### src/rtl/addr_map_pkg.sv
package addr_map_pkg;
  localparam int BANK_W   = 8;
  localparam int OFF_W    = 16;
  localparam int ADDR_W   = BANK_W + OFF_W;
  localparam int RAM_AW   = OFF_W + 1;
  localparam int ROM_AW   = BANK_W - 2 + OFF_W;
  localparam int MIRROR_W = 13;
  localparam int HALF_W   = OFF_W - 1;

  localparam logic [BANK_W-2:0] WRAM_BANK_PAIR = 7'h3F;
  localparam logic [7:0]        PBUS_PAGE      = 8'h21;
  localparam logic [5:0]        CREG_KPAGE     = 6'h10;

  typedef enum logic [2:0] {
    RGN_NONE = 3'd0,
    RGN_WRAM = 3'd1,
    RGN_PBUS = 3'd2,
    RGN_CREG = 3'd3,
    RGN_ROM  = 3'd4
  } region_e;
endpackage

### src/rtl/addr_region_decode.sv
module addr_region_decode
  import addr_map_pkg::*;
(
  input  logic [BANK_W-1:0] bank_i,
  input  logic [OFF_W-1:0]  off_i,
  input  logic              hi_map_i,
  input  logic              wr_i,
  input  logic [ROM_AW-1:0] rom_mask_i,
  output region_e           region_o,
  output logic [RAM_AW-1:0] ram_addr_o,
  output logic [ROM_AW-1:0] rom_addr_o
);
  logic              sys_bank;
  logic              wram_bank;
  logic              low_win;
  logic [ROM_AW-1:0] rom_lin;
  logic [ROM_AW-1:0] rom_lo;
  logic [ROM_AW-1:0] rom_hi;
  region_e           rgn;

  assign sys_bank  = ~bank_i[BANK_W-2];
  assign wram_bank = (bank_i[BANK_W-1:1] == WRAM_BANK_PAIR);
  assign low_win   = (off_i[OFF_W-1:MIRROR_W] == '0);

  // slice layout drops offset msb, page layout drops bank bits 7:6
  assign rom_lo = {bank_i[BANK_W-2:0], off_i[HALF_W-1:0]};
  assign rom_hi = {bank_i[BANK_W-3:0], off_i};

  always_comb begin
    rgn        = RGN_NONE;
    ram_addr_o = '0;
    rom_lin    = '0;
    if (wram_bank) begin
      rgn        = RGN_WRAM;
      ram_addr_o = {bank_i[0], off_i};
    end else if (sys_bank && low_win) begin
      rgn        = RGN_WRAM;
      ram_addr_o = RAM_AW'(off_i[MIRROR_W-1:0]);
    end else if (sys_bank && off_i[OFF_W-1:8] == PBUS_PAGE) begin
      rgn = RGN_PBUS;
    end else if (sys_bank && off_i[OFF_W-1:10] == CREG_KPAGE) begin
      rgn = RGN_CREG;
    end else if (hi_map_i) begin
      if (!sys_bank || off_i[OFF_W-1]) begin
        rgn     = RGN_ROM;
        rom_lin = rom_hi;
      end
    end else if (off_i[OFF_W-1]) begin
      rgn     = RGN_ROM;
      rom_lin = rom_lo;
    end
    // ROM is read-only: a write selects nothing
    if (rgn == RGN_ROM && wr_i) rgn = RGN_NONE;
  end

  assign region_o   = rgn;
  assign rom_addr_o = rom_lin & rom_mask_i;
endmodule

### src/rtl/access_speed.sv
module access_speed
  import addr_map_pkg::*;
(
  input  region_e region_i,
  input  logic    upper_bank_i,
  input  logic    fast_rom_i,
  input  logic    dma_i,
  output logic    fast_o
);
  always_comb begin
    unique case (region_i)
      RGN_PBUS, RGN_CREG: fast_o = 1'b1;
      RGN_ROM:            fast_o = upper_bank_i & fast_rom_i & ~dma_i;
      default:            fast_o = 1'b0;
    endcase
  end
endmodule

### src/rtl/wait_timer.sv
module wait_timer #(
  parameter int SLOW_CLKS = 8,
  parameter int FAST_CLKS = 6
) (
  input  logic clk_i,
  input  logic rst_ni,
  input  logic req_i,
  input  logic fast_i,
  output logic ready_o,
  output logic done_o
);
  localparam int MAX_CLKS = (SLOW_CLKS > FAST_CLKS) ? SLOW_CLKS : FAST_CLKS;
  localparam int CNT_W    = $clog2(MAX_CLKS + 1);
  localparam logic [CNT_W-1:0] SLOW_LD = CNT_W'(SLOW_CLKS);
  localparam logic [CNT_W-1:0] FAST_LD = CNT_W'(FAST_CLKS);

  logic [CNT_W-1:0] cnt_q;

  always_ff @(posedge clk_i or negedge rst_ni) begin
    if (!rst_ni)          cnt_q <= '0;
    else if (req_i)       cnt_q <= fast_i ? FAST_LD : SLOW_LD;
    else if (cnt_q != '0) cnt_q <= cnt_q - 1'b1;
  end

  assign ready_o = (cnt_q == '0);
  assign done_o  = (cnt_q == CNT_W'(1)) && !req_i;

  AST_REQ_DROPS_READY: assert property (@(posedge clk_i) disable iff (!rst_ni)
    req_i |=> !ready_o);
  AST_COUNT_DOWN: assert property (@(posedge clk_i) disable iff (!rst_ni)
    (!req_i && !ready_o) |=> (cnt_q == $past(cnt_q) - 1'b1));
  AST_IDLE_STAYS_READY: assert property (@(posedge clk_i) disable iff (!rst_ni)
    (!req_i && ready_o) |=> ready_o);
endmodule

### src/rtl/open_bus_latch.sv
module open_bus_latch #(
  parameter int DATA_W = 8
) (
  input  logic              clk_i,
  input  logic              rst_ni,
  input  logic              done_i,
  input  logic              wr_i,
  input  logic              mapped_i,
  input  logic [DATA_W-1:0] wdata_i,
  input  logic [DATA_W-1:0] rdata_dev_i,
  output logic [DATA_W-1:0] rdata_o
);
  logic [DATA_W-1:0] bus_q;

  always_ff @(posedge clk_i or negedge rst_ni) begin
    if (!rst_ni) bus_q <= '0;
    else if (done_i) begin
      if (wr_i)          bus_q <= wdata_i;
      else if (mapped_i) bus_q <= rdata_dev_i;
    end
  end

  assign rdata_o = mapped_i ? rdata_dev_i : bus_q;

  AST_OPEN_BUS_HOLD: assert property (@(posedge clk_i) disable iff (!rst_ni)
    !done_i |=> $stable(bus_q));
endmodule

### src/rtl/addr_map_decode.sv
module addr_map_decode
  import addr_map_pkg::*;
#(
  parameter int DATA_W    = 8,
  parameter int SLOW_CLKS = 8,
  parameter int FAST_CLKS = 6
) (
  input  logic              clk_i,
  input  logic              rst_ni,
  input  logic              req_i,
  input  logic [ADDR_W-1:0] addr_i,
  input  logic              wr_i,
  input  logic              dma_i,
  input  logic              hi_map_i,
  input  logic              fast_rom_i,
  input  logic [ROM_AW-1:0] rom_mask_i,
  input  logic [DATA_W-1:0] wdata_i,
  input  logic [DATA_W-1:0] rdata_dev_i,
  output logic [DATA_W-1:0] rdata_o,
  output logic              cs_wram_o,
  output logic              cs_pbus_o,
  output logic              cs_creg_o,
  output logic              cs_rom_o,
  output logic [RAM_AW-1:0] ram_addr_o,
  output logic [ROM_AW-1:0] rom_addr_o,
  output logic              fast_o,
  output logic              ready_o
);
  region_e rgn;
  logic    done;
  logic    mapped;

  addr_region_decode u_dec (
    .bank_i     (addr_i[ADDR_W-1:OFF_W]),
    .off_i      (addr_i[OFF_W-1:0]),
    .hi_map_i   (hi_map_i),
    .wr_i       (wr_i),
    .rom_mask_i (rom_mask_i),
    .region_o   (rgn),
    .ram_addr_o (ram_addr_o),
    .rom_addr_o (rom_addr_o)
  );

  access_speed u_spd (
    .region_i     (rgn),
    .upper_bank_i (addr_i[ADDR_W-1]),
    .fast_rom_i   (fast_rom_i),
    .dma_i        (dma_i),
    .fast_o       (fast_o)
  );

  wait_timer #(.SLOW_CLKS(SLOW_CLKS), .FAST_CLKS(FAST_CLKS)) u_tmr (
    .clk_i   (clk_i),
    .rst_ni  (rst_ni),
    .req_i   (req_i),
    .fast_i  (fast_o),
    .ready_o (ready_o),
    .done_o  (done)
  );

  assign cs_wram_o = (rgn == RGN_WRAM);
  assign cs_pbus_o = (rgn == RGN_PBUS);
  assign cs_creg_o = (rgn == RGN_CREG);
  assign cs_rom_o  = (rgn == RGN_ROM);
  assign mapped    = (rgn != RGN_NONE);

  open_bus_latch #(.DATA_W(DATA_W)) u_obl (
    .clk_i       (clk_i),
    .rst_ni      (rst_ni),
    .done_i      (done),
    .wr_i        (wr_i),
    .mapped_i    (mapped),
    .wdata_i     (wdata_i),
    .rdata_dev_i (rdata_dev_i),
    .rdata_o     (rdata_o)
  );

  AST_ONE_CS: assert property (@(posedge clk_i) disable iff (!rst_ni)
    $onehot0({cs_wram_o, cs_pbus_o, cs_creg_o, cs_rom_o}));
  AST_ROM_NO_WR: assert property (@(posedge clk_i) disable iff (!rst_ni)
    wr_i |-> !cs_rom_o);
  AST_DMA_ROM_SLOW: assert property (@(posedge clk_i) disable iff (!rst_ni)
    (dma_i && cs_rom_o) |-> !fast_o);
  AST_WRAM_SLOW: assert property (@(posedge clk_i) disable iff (!rst_ni)
    cs_wram_o |-> !fast_o);
endmodule

### config.mk
export PLATFORM = sky130hd
export DESIGN_NAME = addr_map_decode
export DESIGN_NICKNAME = d
export VERILOG_FILES = /design/src/rtl/addr_map_pkg.sv /design/src/rtl/addr_region_decode.sv /design/src/rtl/access_speed.sv /design/src/rtl/wait_timer.sv /design/src/rtl/open_bus_latch.sv /design/src/rtl/addr_map_decode.sv
export SDC_FILE = /design/constraint.sdc
export NUM_CORES = 1
export LEC_CHECK = 0
export ABC_AREA = 1
export BUFFER_PORTS_ARGS = -buffer_cell sky130_fd_sc_hd__buf_2
export CAP_MARGIN = 5
export CORE_MARGIN = 2
export CORE_UTILIZATION = 41
export CTS_BUF_LIST = sky130_fd_sc_hd__clkbuf_16
export DETAILED_ROUTE_END_ITERATION = 10
export PLACE_DENSITY = 0.95
export REMOVE_ABC_BUFFERS = 1
export SYNTH_ARGS = -nofsm -noshare
export SYNTH_HDL_FRONTEND = slang
export SYNTH_SLANG_ARGS = --single-unit
### constraint.sdc
create_clock -name clk_i -period 2.6 [get_ports clk_i]
set_input_delay 0.13 -clock clk_i [delete_from_list [all_inputs] [get_ports clk_i]]
set_output_delay 0.13 -clock clk_i [all_outputs]
set_load 0.01 [all_outputs]
==> flow_summary_export.csv <==
group,metric,value,unit
status,status,"finished, final reports clean",
yosys,synth_edf_count,0,
placement,placedCellCount,390,
cts,ctsResizeCount,0,
yosys,synth_top_family_by_area,"simple AND/OR/NAND/NOR gates",
global_route,grt-ovfl-total,0,
route,via_count,1970,
yosys,synthArstFlopShare,100,%
pwr,vdd_drop_max,0.000380,V
global_route,first_global_vias,1638,
finish,final_cells,396,
global_route,antenna_found_initial,1,
finish,final_common_cell,"buf_2",
yosys,synth-compound-area-share,8.97,%
setup_path,cp_data_arrival_time,1.70,ns
sta,setup_violations,0,
yosys,synth_xor_xnor_area_share,0,%
yosys,yosysUniqueCellTypes,26,
floorplanning,start_util,43.6,%
cts,cts_buffers,3,
floorplanning,rows,20,
flow_run,maxCapViolCount,0,
finish,finalNetCount,423,
yosys,avgSynthCellArea,5.83,µm²
setup_path,endpoint_kind,"flop",
placement,port_buffers,121,
floorplanning,io_pins,122,
yosys,synthMuxAreaShare,0,%
floorplanning,core_area,3100,µm²
route,finalWirelength,4640,µm
floorplanning,die_w,61.4,µm
cts,cts_tree,"yes",
sta,hold_viol_final,0,
sta,maxSlewHeadroom,60.8,%
setup_path,critPathMaxFanout,16,
sta,min_period_over_period,58.8,%
yosys,synth_top_area_cell,"dfrtp_1",
finish,area_delta_synth_final,51.8,%
yosys,synth_seq_area_share,22.2,%
finish,drive_gt1_share,38.7,%
cts,root_buffer,"clkbuf_16",
setup_path,critPathRequiredTime,2.78,ns
pwr,power_leakage,1.33,nW
yosys,synthSimpleGateAreaFrac,54.7,%
route,firstDrtPassIters,4,
yosys,synth_warnings,0,
setup_path,cp-start-kind,"flop",
cts,cts.sinks,12,
yosys,syn_area,1350,µm²
finish,final_cell_mix,"buf_2, nand2_1, nor2_1",
yosys,ys_seq_elements,12,
worst_hold_path,min_path_type,"input pin to flop",
global_route,grt_pass1_wl,6830,µm
cts,clk_pin_slew,0.04,ns
global_route,track_usage,24.4,%
setup_path,path_class,"flop to flop",
sta,tightest_slew,0.587,ns
yosys,synth.top_cell.area_share,22.2,%
yosys,synthFlopType,"dfrtp_1",
route,drc,0,
sta,fin_setup_tns,0,ns
sta,rsz0062_at_grt,"no",
yosys,synth-adder-area-share,1.85,%
route,drt_iter0_drc,102,
placement,globalplace.congestion,0.871,
pwr,powerDensity,515,nW/µm²
global_route,grt_max_degree,23,
route,wire_per_inst,11.7,µm
sta,min_period,1.53,ns
cts,clk_latency,0.24,ns
sta,clock.fmax,654,MHz
yosys,synth_cells,232,
placement,dp_hpwl,3770,µm
floorplanning,die_h,61.4,µm
floorplanning,dieArea,3770,µm²
cts,cts_buffer_depth,2,
sta,maxSlewViolCount,0,
route,antenna_left,0,
sta,skew,0.000736,ns
route,avgViaCountPerCell,4.97,
cts,htree_levels,1,
yosys,netlist_top_cells_area,"dfrtp_1, nand2_1, nor2_1",
-- sequential cells by signal, indices dropped and copies added (netlist names) --
register and count:
u_obl.bus_q 8, u_tmr.cnt_q 4
-- power breakdown --
part / internal [mW] / switching [mW] / leakage, nW
Combinational: 0.192 / 0.270 / 1.14
Clock: 0.203 / 0.0817 / 0.0385
Sequential: 0.263 / 0.0484 / 0.151
Total: 0.658 / 0.400 / 1.33
-- kinds of logic after synthesis --
group / count (synthesis)
buffers and inverters: 37
AO/OA/AOI/OAI: 22
AND/OR/NAND/NOR: 159
flip-flops: 12
adder cells (fa/ha/maj): 2
-- worst max-delay path, stage by stage (launching register included) --
cell and delay, ns:
dfrtp_1 0.38, inv_1 0.08, ha_1 0.13, nand4_1 0.47, nor2_1 0.26, nand2_1 0.08
nand2_1 0.06
-- metal layers --
metal	GRT usage, %	wire length [µm]
met1	25.1	1650
met2	42.9	2250
met3	5.67	515
met4	17.9	226
met5	0	0
-- cells in the mapped netlist, drive strengths merged, types with 2 or more instances --
cell	count
inv	29
nor4b	6
nor3	2
dfrtp	12
buf	6
nand2	69
nor2	59
a21oi	16
nand4	9
ha	2
nand3	14
o21ai	3
-- path summary, 6_finish.rpt --
| kind | from | endpoint | slack, ns | cells after the start |
|---|---|---|---|---|
| worst max-delay path | u_tmr.cnt_q[1]$_DFFE_PN0P_ | u_obl.bus_q[0]$_DFFE_PN0P_ | 1.07 | 6 |
| worst min-delay path | req_i | u_tmr.cnt_q[3]$_DFFE_PN0P_ | 0.12 | 2 |
| worst max register to register | u_tmr.cnt_q[1]$_DFFE_PN0P_ | u_obl.bus_q[0]$_DFFE_PN0P_ | 1.07 | 6 |
| worst min register to register | u_obl.bus_q[5]$_DFFE_PN0P_ | u_obl.bus_q[5]$_DFFE_PN0P_ | 0.48 | 2 |
| max in group asynchronous | rst_ni | u_tmr.cnt_q[3]$_DFFE_PN0P_ | 2.09 | 2 |
| min in group asynchronous | rst_ni | u_obl.bus_q[3]$_DFFE_PN0P_ | 0.30 | 2 |
-- area by class of cell --
cell class	instances	area [µm²]
clock buffer	3	75.1
timing repair buffer	122	616
fill	311	1050
multi-input combinational	183	886
tap	44	55.1
antenna	1	2.50
sequential	12	300
clock inverter	1	3.75
inverter	30	115
-- through the flow --
| stage | worst slack [ns] | power, mW | cell area [µm²] | utilization (%) | hold WS, ns |
|---|---|---|---|---|---|
| global placement | 1.15 | 0.750 | 1960 | 63.2 | 0.0152 |
| global route | 0.874 | 1.13 | 2050 | 66.2 | 0.164 |
| CTS | 1.07 | 1.06 | 2050 | 66.1 | 0.119 |
| floorplan | 1.30 | 0.583 | 1300 | - | -0.166 |
| finish | 1.07 | 1.06 | 2050 | 66.2 | 0.123 |
| detailed placement | 1.10 | 0.768 | 1960 | 63.2 | 0.0191 |
-- what timing repair did --
item	4_1_cts	5_1_grt
hold buffers	1	0
setup buffers	0	0
hold endpoints to repair	12	0
(Power assumes the default switching activity.)
